--- src/rtl/swack_pkg.sv ---
package swack_pkg;
  typedef enum logic [1:0] {
    ADDR_RAWVEC = 2'd0,
    ADDR_MODVEC = 2'd1,
    ADDR_PEND   = 2'd2,
    ADDR_MASK   = 2'd3
  } rdAddr_e;

  localparam logic [1:0] WADDR_VEC  = 2'd0;
  localparam logic [1:0] WADDR_CFG  = 2'd1;
  localparam logic [1:0] WADDR_MASK = 2'd2;

  localparam int CFG_W     = 4;
  localparam int CFG_MIE   = 0;
  localparam int CFG_SOFT  = 1;
  localparam int CFG_NOVEC = 2;
  localparam int CFG_VIS   = 3;

  typedef struct packed {
    logic    wrVector;
    logic    wrConfig;
    logic    wrMask;
    logic    loadRd;
    logic    ackRead;
    logic    clrIus;
    rdAddr_e rdSel;
  } strobes_t;
endpackage

--- src/rtl/swack_ctrl.sv ---
module swack_ctrl
  import swack_pkg::*;
(
  input  logic       wrEn,
  input  logic [1:0] wrAddr,
  input  logic       rdEn,
  input  logic [1:0] rdAddr,
  input  logic       softAck,
  input  logic       resetIus,
  output strobes_t   strb
);
  logic vecRead;

  always_comb begin
    vecRead       = (rdAddr == ADDR_RAWVEC) || (rdAddr == ADDR_MODVEC);
    strb          = '0;
    strb.wrVector = wrEn && (wrAddr == WADDR_VEC);
    strb.wrConfig = wrEn && (wrAddr == WADDR_CFG);
    strb.wrMask   = wrEn && (wrAddr == WADDR_MASK);
    strb.loadRd   = rdEn;
    strb.rdSel    = rdAddr_e'(rdAddr);
    // Either vector form acts as the acknowledge, but only in software mode.
    strb.ackRead  = rdEn && softAck && vecRead;
    strb.clrIus   = resetIus;
  end
endmodule

--- src/rtl/swack_datapath.sv ---
module swack_datapath
  import swack_pkg::*;
#(
  parameter int NUM_SRC = 6,
  parameter int DATA_W  = 8
) (
  input  logic               clk,
  input  logic               rstN,
  input  strobes_t           strb,
  input  logic [DATA_W-1:0]  wrData,
  input  logic [NUM_SRC-1:0] srcReq,
  input  logic               iei,
  output logic [DATA_W-1:0]  rdData,
  output logic               intReq,
  output logic               softAck
);
  localparam int CODE_W = $clog2(NUM_SRC + 1);
  localparam logic [CODE_W-1:0] NONE_CODE = {CODE_W{1'b1}};

  logic [DATA_W-1:0]  vecReg;
  logic [CFG_W-1:0]   cfgReg;
  logic [NUM_SRC-1:0] maskReg;
  logic [NUM_SRC-1:0] ipReg;
  logic [NUM_SRC-1:0] iusReg;

  logic [NUM_SRC-1:0] blocked;
  logic [NUM_SRC-1:0] eligible;
  logic [NUM_SRC-1:0] hitOneHot;
  logic [NUM_SRC-1:0] clrOneHot;
  logic [CODE_W-1:0]  hitCode;
  logic               statusOn;
  logic [DATA_W-1:0]  modVec;
  logic [DATA_W-1:0]  rdMux;

  assign softAck = cfgReg[CFG_SOFT];

  // A flag at index k blocks index k and every index above it.
  always_comb begin
    logic run;
    run = 1'b0;
    for (int i = 0; i < NUM_SRC; i++) begin
      run        = run | iusReg[i];
      blocked[i] = run;
    end
  end

  assign eligible = ipReg & maskReg & ~blocked & {NUM_SRC{cfgReg[CFG_MIE] & iei}};
  assign intReq   = |eligible;

  // Lowest eligible index wins.
  always_comb begin
    hitCode   = NONE_CODE;
    hitOneHot = '0;
    for (int i = NUM_SRC - 1; i >= 0; i--) begin
      if (eligible[i]) begin
        hitCode   = CODE_W'(i);
        hitOneHot = NUM_SRC'(1) << i;
      end
    end
  end

  // Lowest active flag is the one a reset command releases.
  always_comb begin
    clrOneHot = '0;
    for (int i = NUM_SRC - 1; i >= 0; i--) begin
      if (iusReg[i]) clrOneHot = NUM_SRC'(1) << i;
    end
  end

  assign statusOn = cfgReg[CFG_SOFT] | (cfgReg[CFG_VIS] & ~cfgReg[CFG_NOVEC]);
  assign modVec   = statusOn ? {vecReg[DATA_W-1:CODE_W], hitCode} : vecReg;

  always_comb begin
    unique case (strb.rdSel)
      ADDR_RAWVEC: rdMux = vecReg;
      ADDR_MODVEC: rdMux = modVec;
      ADDR_PEND:   rdMux = DATA_W'(ipReg);
      default:     rdMux = DATA_W'(maskReg);
    endcase
  end

  always_ff @(posedge clk or negedge rstN) begin
    if (!rstN) begin
      vecReg  <= '0;
      cfgReg  <= '0;
      maskReg <= '0;
      ipReg   <= '0;
      iusReg  <= '0;
      rdData  <= '0;
    end else begin
      ipReg <= srcReq;
      if (strb.wrVector) vecReg  <= wrData;
      if (strb.wrConfig) cfgReg  <= wrData[CFG_W-1:0];
      if (strb.wrMask)   maskReg <= wrData[NUM_SRC-1:0];
      if (strb.loadRd)   rdData  <= rdMux;
      iusReg <= (iusReg & ~(strb.clrIus ? clrOneHot : '0))
              | (strb.ackRead ? hitOneHot : '0);
    end
  end

  AST_SET_NEEDS_ACK: assert property (@(posedge clk) disable iff (!rstN)
    !strb.ackRead |=> ((iusReg & ~$past(iusReg)) == '0));
  AST_ONE_SET_PER_READ: assert property (@(posedge clk) disable iff (!rstN)
    strb.ackRead |=> $onehot0(iusReg & ~$past(iusReg)));
  AST_IDLE_READ_NO_SET: assert property (@(posedge clk) disable iff (!rstN)
    (strb.ackRead && !intReq && !strb.clrIus) |=> (iusReg == $past(iusReg)));
  AST_FLAG_HOLDS: assert property (@(posedge clk) disable iff (!rstN)
    !strb.clrIus |=> ((~iusReg & $past(iusReg)) == '0));
  AST_CLEAR_AT_MOST_ONE: assert property (@(posedge clk) disable iff (!rstN)
    strb.clrIus |=> ($countones($past(iusReg) & ~iusReg) <= 1));
  AST_REQ_NEEDS_IEI: assert property (@(posedge clk) disable iff (!rstN)
    intReq |-> iei);
endmodule

--- src/rtl/swack_int_ctrl.sv ---
module swack_int_ctrl
  import swack_pkg::*;
#(
  parameter int NUM_SRC = 6,
  parameter int DATA_W  = 8
) (
  input  logic               clk,
  input  logic               rstN,
  input  logic               wrEn,
  input  logic [1:0]         wrAddr,
  input  logic [DATA_W-1:0]  wrData,
  input  logic               rdEn,
  input  logic [1:0]         rdAddr,
  output logic [DATA_W-1:0]  rdData,
  input  logic [NUM_SRC-1:0] srcReq,
  input  logic               iei,
  input  logic               resetIus,
  output logic               intReq
);
  strobes_t strb;
  logic     softAck;

  swack_ctrl uCtrl (
    .wrEn     (wrEn),
    .wrAddr   (wrAddr),
    .rdEn     (rdEn),
    .rdAddr   (rdAddr),
    .softAck  (softAck),
    .resetIus (resetIus),
    .strb     (strb)
  );

  swack_datapath #(.NUM_SRC(NUM_SRC), .DATA_W(DATA_W)) uDp (
    .clk     (clk),
    .rstN    (rstN),
    .strb    (strb),
    .wrData  (wrData),
    .srcReq  (srcReq),
    .iei     (iei),
    .rdData  (rdData),
    .intReq  (intReq),
    .softAck (softAck)
  );

  AST_RDDATA_HOLDS: assert property (@(posedge clk) disable iff (!rstN)
    !rdEn |=> $stable(rdData));
endmodule

--- config.mk ---
export PLATFORM = sky130hd
export DESIGN_NAME = swack_int_ctrl
export DESIGN_NICKNAME = d
export VERILOG_FILES = /design/src/rtl/swack_pkg.sv /design/src/rtl/swack_ctrl.sv /design/src/rtl/swack_datapath.sv /design/src/rtl/swack_int_ctrl.sv
export SDC_FILE = /design/constraint.sdc
export NUM_CORES = 1
export LEC_CHECK = 0
export BUFFER_PORTS_ARGS = -buffer_cell sky130_fd_sc_hd__buf_4
export CAP_MARGIN = 20
export CORE_ASPECT_RATIO = 2
export CORE_UTILIZATION = 33
export DETAILED_ROUTE_END_ITERATION = 10
export GPL_ROUTABILITY_DRIVEN = 0
export SLEW_MARGIN = 20
export SYNTH_ARGS = -nofsm -noshare
export SYNTH_HDL_FRONTEND = slang
export SYNTH_SLANG_ARGS = --single-unit
--- constraint.sdc ---
create_clock -name clk -period 2.8 [get_ports clk]
set_input_delay 0.42 -clock clk [delete_from_list [all_inputs] [get_ports clk]]
set_output_delay 0.42 -clock clk [all_outputs]
set_load 0.1 [all_outputs]
# Word level (Yosys, flattened, before mapping)
# Cells that the tools add are included.
dict set report totals {
  reg_bits 38
  inputBits 24
  out_inout_bits 9
  word_cells 57
}
dict set report classes {
  n_eq_ne 4
  n_mux 22
  bitwise_logic 16
  n_reduce_logical 9
}
# operator n
set ops {}
lappend ops {{6-bit 2-to-1 mux} 14}
lappend ops {{6-bit bitwise AND} 4}
lappend ops {{8-bit case mux with 3 select lines} 1}
lappend ops {{3-bit 2-to-1 mux} 5}
lappend ops {{6-bit inverter} 2}
lappend ops {{1-bit OR} 6}
lappend ops {{6-bit OR} 1}
lappend ops {{6-bit OR reduction} 1}
lappend ops {{1-bit logical AND} 5}
lappend ops {{2-bit by 1-bit equality test with 1-bit output, second input constant} 2}
lappend ops {{2-bit equality test, second input constant} 2}
lappend ops {{2-bit logical NOT} 2}
lappend ops {{2-bit 2-to-1 mux} 2}
lappend ops {{1-bit bitwise AND} 2}
lappend ops {{1-bit logical OR} 1}
lappend ops {{1-bit inverter} 1}

# Longest topological paths before layout
dict set report depth {
  word_depth 16
  ltp_mapped 6
  ltp_nobuf 4
}

# Modules after synthesis
# Synthesis repeated with hierarchy kept, for this count alone.
dict set report hier_totals {
  hier_cells 166
  area_unflattened_um2 1829.3
}
# mod instances cells_each area_each_um2
set modules_own_cells {}
lappend modules_own_cells {swack_datapath 1 158 1760.4}
lappend modules_own_cells {swack_ctrl 1 8 68.8}

# Least setup slack after synthesis
# OpenSTA, ideal clock, no wires.
dict set report synth_timing {
  path_kind {reg2out}
  from {register uDp.iusReg[0]}
  to {output intReq}
  t_arrival_ns 1.745
  setup_slack_ns 0.635
  path_stages_with_launch 5
  n_path_buf 0
  path_cell_list {dfrtp_1 > or3_4 > or3_4 > a21oi_1 > or2_2}
}
dict set report synth_via {
  elab_chain_cells 9
}
# item line_no
set synth_lines {}
lappend synth_lines {{from (decl)} swack_datapath.sv:24} ;# logic [NUM_SRC-1:0] iusReg;
lappend synth_lines {{from (signal assigned)} swack_datapath.sv:96} ;# iusReg <= (iusReg & ~(strb.clrIus ? clrOneHot : '0))
lappend synth_lines {{1-bit OR (5 in a row)} swack_datapath.sv:42} ;# run = run | iusReg[i];
lappend synth_lines {{6-bit inverter (*)} swack_datapath.sv:47} ;# assign eligible = ipReg & maskReg & ~blocked & {NUM_SRC{cfgReg[CFG_MIE] & iei}};
lappend synth_lines {{6-bit bitwise AND (*) (2 in a row)} swack_datapath.sv:47}
lappend synth_lines {{6-bit OR reduction (*)} swack_datapath.sv:48} ;# assign intReq = |eligible;
lappend synth_lines {{to (decl)} swack_int_ctrl.sv:18} ;# output logic intReq
# Every way passes the cells marked *; elsewhere a longest branch is shown, timed or not.

# Final worst setup path
# Same ends and word-level chain as after synthesis.

==> results.md <==
* Run status: completed
* Largest net degree at the start of global routing at 39
* Final period util at between 90% and 100%
* Ys Warns at 0
* Root Driver: clkbuf_8
* Post-Synthesis Cells at 157
* CTS tree: built
* Final Hold Viols at 0
* Reg power frac at approximately 45%
* Post-synth cell types at 38
* P per Cell Area at between 600 and 700 nW/um^2
* Global Route met3 Usage at 2.270%
* Final Skew at between 4 and 5 ps
* Min Tclk post-route at roughly 2600 ps
* Sw Ratio at between 30% and 40%
* CP endpoint kind: output port
* Data arrival time of the critical path at 2130 ps
* Share of cells above drive strength 1 at a little over a third
* DR iter-0 viols at 32
* Setup CP Type: register to output port
* Sequential cell area fraction in the yosys report at between 50% and 60%
* Worst-margin pin slew at slightly above 800 ps
* Area growth syn-to-layout at 21.76%
* Slew HR at between 40% and 50%
* Die height at 106.6 um
* Area of the die at between 5000 and 6000 um^2
* Syn avg cell area at around 11 um^2
* NetSw at 555.1 uW
* CP top delay family: simple AND/OR/NAND/NOR gates
* Overflow after GRT at 0
* P_leak at a little under 0.001 uW
* Maximum clock rate at 391.8 MHz
* Worst Path Max Fanout at 7
* Vias per inst at 5.514
* Met2 Track Usage GR at about 30%
* Most frequent CP cell: or3_4
* Post-Syn Nets at 181
* Fin Setup TNS at 0 ps
* Core area at roughly 5200 um^2
* Stages on worst setup path at 5
* Clk slew on worst S/H paths at around 70 ps
* Most common cell after layout, fill and taps aside: dfrtp_1
* Sequential cell area at 950.9 um^2
* Worst path bufs/invs at 1
* Worst hold margin at around 93 ps
* Initial core utilization at a little over a third
* PortBufs at 32
* CTS Hold Bufs at 0
* Final setup viols at 0
* Max-cap viol count at 0
* R2R depth at 4
* RR Endpoint: uDp.rdData[1]
* Chip width at around 54 um
* Htree depth at 2
* Worst IR drop on VDD at approximately 0.00036 V
* Power share of the clock group at between 20% and 30%
* Number of routed nets with antenna violations at 0
* Reg2reg setup slack at around 1200 ps
* Via count at between 1000 and 1500
* Synthesized area at around 1800 um^2
* Vias in the first global route at between 1000 and 1500
* CP Cell Sequence: or3_4, or3_4, a21oi_1, or2_2, buf_4
* Worst path required time at 2380 ps
* Worst Setup Start Kind: register
* First-pass DRT Iterations at 6
* # IOs at 33
* Largest stage delay, worst path at about 450 ps
* Worst-Skew Late Latency at roughly 290 ps
* Internal at ~970 uW
* CTS Sinks at 38
* Total wire length at 4317 um
* Worst reg2reg startpoint: uDp.iusReg[0]
* Initial antenna violation count at 0
* TritonCTS Buffers at 5
* Met1 GRT Util at around 20%
* Hold Path Class: input pin to asynchronous set/reset pin
* First-pass GRT wire length at around 7000 um
* Multi-input logic area at 813.3 um^2
* DP Wirelength at 3251 um
* Most used routing layer: met2
* Fillcell total at between 500 and 600
* Post-CTS Setup Bufs at 0
* Nets at approximately 220
* Combinational group share of total power at 29.6%
* Final Slew Violations at 0
* Number of synthesized register bits at 38
* DRC at 0
* Diode count at 0
* Unrepaired setup endpoints after global routing: false
* Clock Path Buffers at 2
* FP Rows at 37
* Routed len/inst at between 15 and 20 um
* CTS resizes at 0
* Slowest CP cell: dfrtp_1
* Total track usage at ~17%
* Leading cell types in the layout, fill and taps excluded: 38 x dfrtp_1, 32 x buf_4, 19 x mux2_2
==> worst max-delay path by stage <==
| stage | startpoint | end | slack [ps] |
|---|---|---|---|
| after global routing | uDp.iusReg[0] | intReq | 130 |
| after global placement | uDp.iusReg[0] | intReq | 590 |
| after floorplan | uDp.iusReg[0] | intReq | 640 |
| after CTS | uDp.iusReg[0] | intReq | 230 |
| after detailed placement | uDp.iusReg[0] | intReq | 550 |
| final | uDp.iusReg[0] | intReq | 250 |
==> through the flow <==
step,cell area (um^2),total power (uW),util (%),cells,setup slack [ps]
2_1_floorplan,1805,1010,-,157,635.3
3_3_place_gp,2103,1141,40.56,243,593.7
3_5_place_dp,2103,1145,40.56,243,552.1
4_1_cts,2198,1544,42.40,251,228.0
5_1_grt,2198,1594,42.40,251,133.5
6_report,2198,1525,42.40,251,247.4
==> synth_stat cells, drive strengths merged <==
cell | n | area, um^2
mux2 | 19 | 214.0
or3 | 4 | 35.03
nor4bb | 1 | 10.01
o21ai | 12 | 60.06
a32o | 1 | 10.01
o41ai | 3 | 41.29
nand3 | 2 | 10.01
o32a | 1 | 10.01
inv | 7 | 26.28
a211o | 1 | 8.760
o21a | 1 | 7.510
nand4bb | 1 | 16.27
o2bb2ai | 1 | 8.760
nor2 | 7 | 26.28
dfrtp | 38 | 950.9
nand4 | 2 | 12.51
or2 | 3 | 18.77
nor3 | 4 | 20.02
o221ai | 1 | 8.760
nand4b | 1 | 8.760
a21oi | 6 | 30.03
o211ai | 2 | 15.01
o31ai | 2 | 15.01
clkbuf | 4 | 15.01
nand2b | 3 | 18.77
a211oi | 2 | 20.02
nand3b | 5 | 37.54
nor2b | 4 | 25.02
a221o | 1 | 10.01
a31o | 1 | 8.760
o211a | 1 | 10.01
nand2 | 10 | 37.54
a31oi | 1 | 6.260
mux2i | 4 | 40.04
nor3b | 1 | 12.51
==> power by group through the flow <==
stage	clock (uW)	combinational [uW]	sequential, uW
floorplan	0	186	825
detailed placement	0	455	690
global placement	0	453	688
CTS	410	456	678
finish	394	452	679
global route	425	480	689
==> registers in the layout (all words and copies together), names as in the netlist <==
signal,count
uDp.rdData,8
uDp.vecReg,8
uDp.ipReg,6
uDp.iusReg,6
uDp.maskReg,6
uDp.cfgReg,4
==> logic make-up after synthesis <==
group           share of synthesized area, %
compound gates                         14.97
buf+inv                                2.287
flops                                  52.67
mux                                    14.07
simple gates                           16.01
==> routing by layer <==
metal,wire [um],up-vias,part of all wire (%)
li1,-,647,-
met1,1556,691,36
met2,2504,37,58
met3,137,9,3.2
met4,117,0,2.7
met5,0,-,0
==> layout make-up <==
| cell class | count | area share [%] |
|---|---|---|
| sequential | 38 | 43.26 |
| timing repair buffer | 32 | 10.93 |
| clock buffer | 6 | 3.756 |
| clock inverter | 2 | 0.5692 |
| inverter | 7 | 1.195 |
| multi-input combinational | 108 | 36.99 |
| tap | 58 | 3.301 |
Power figures use the tool's default switching activity.
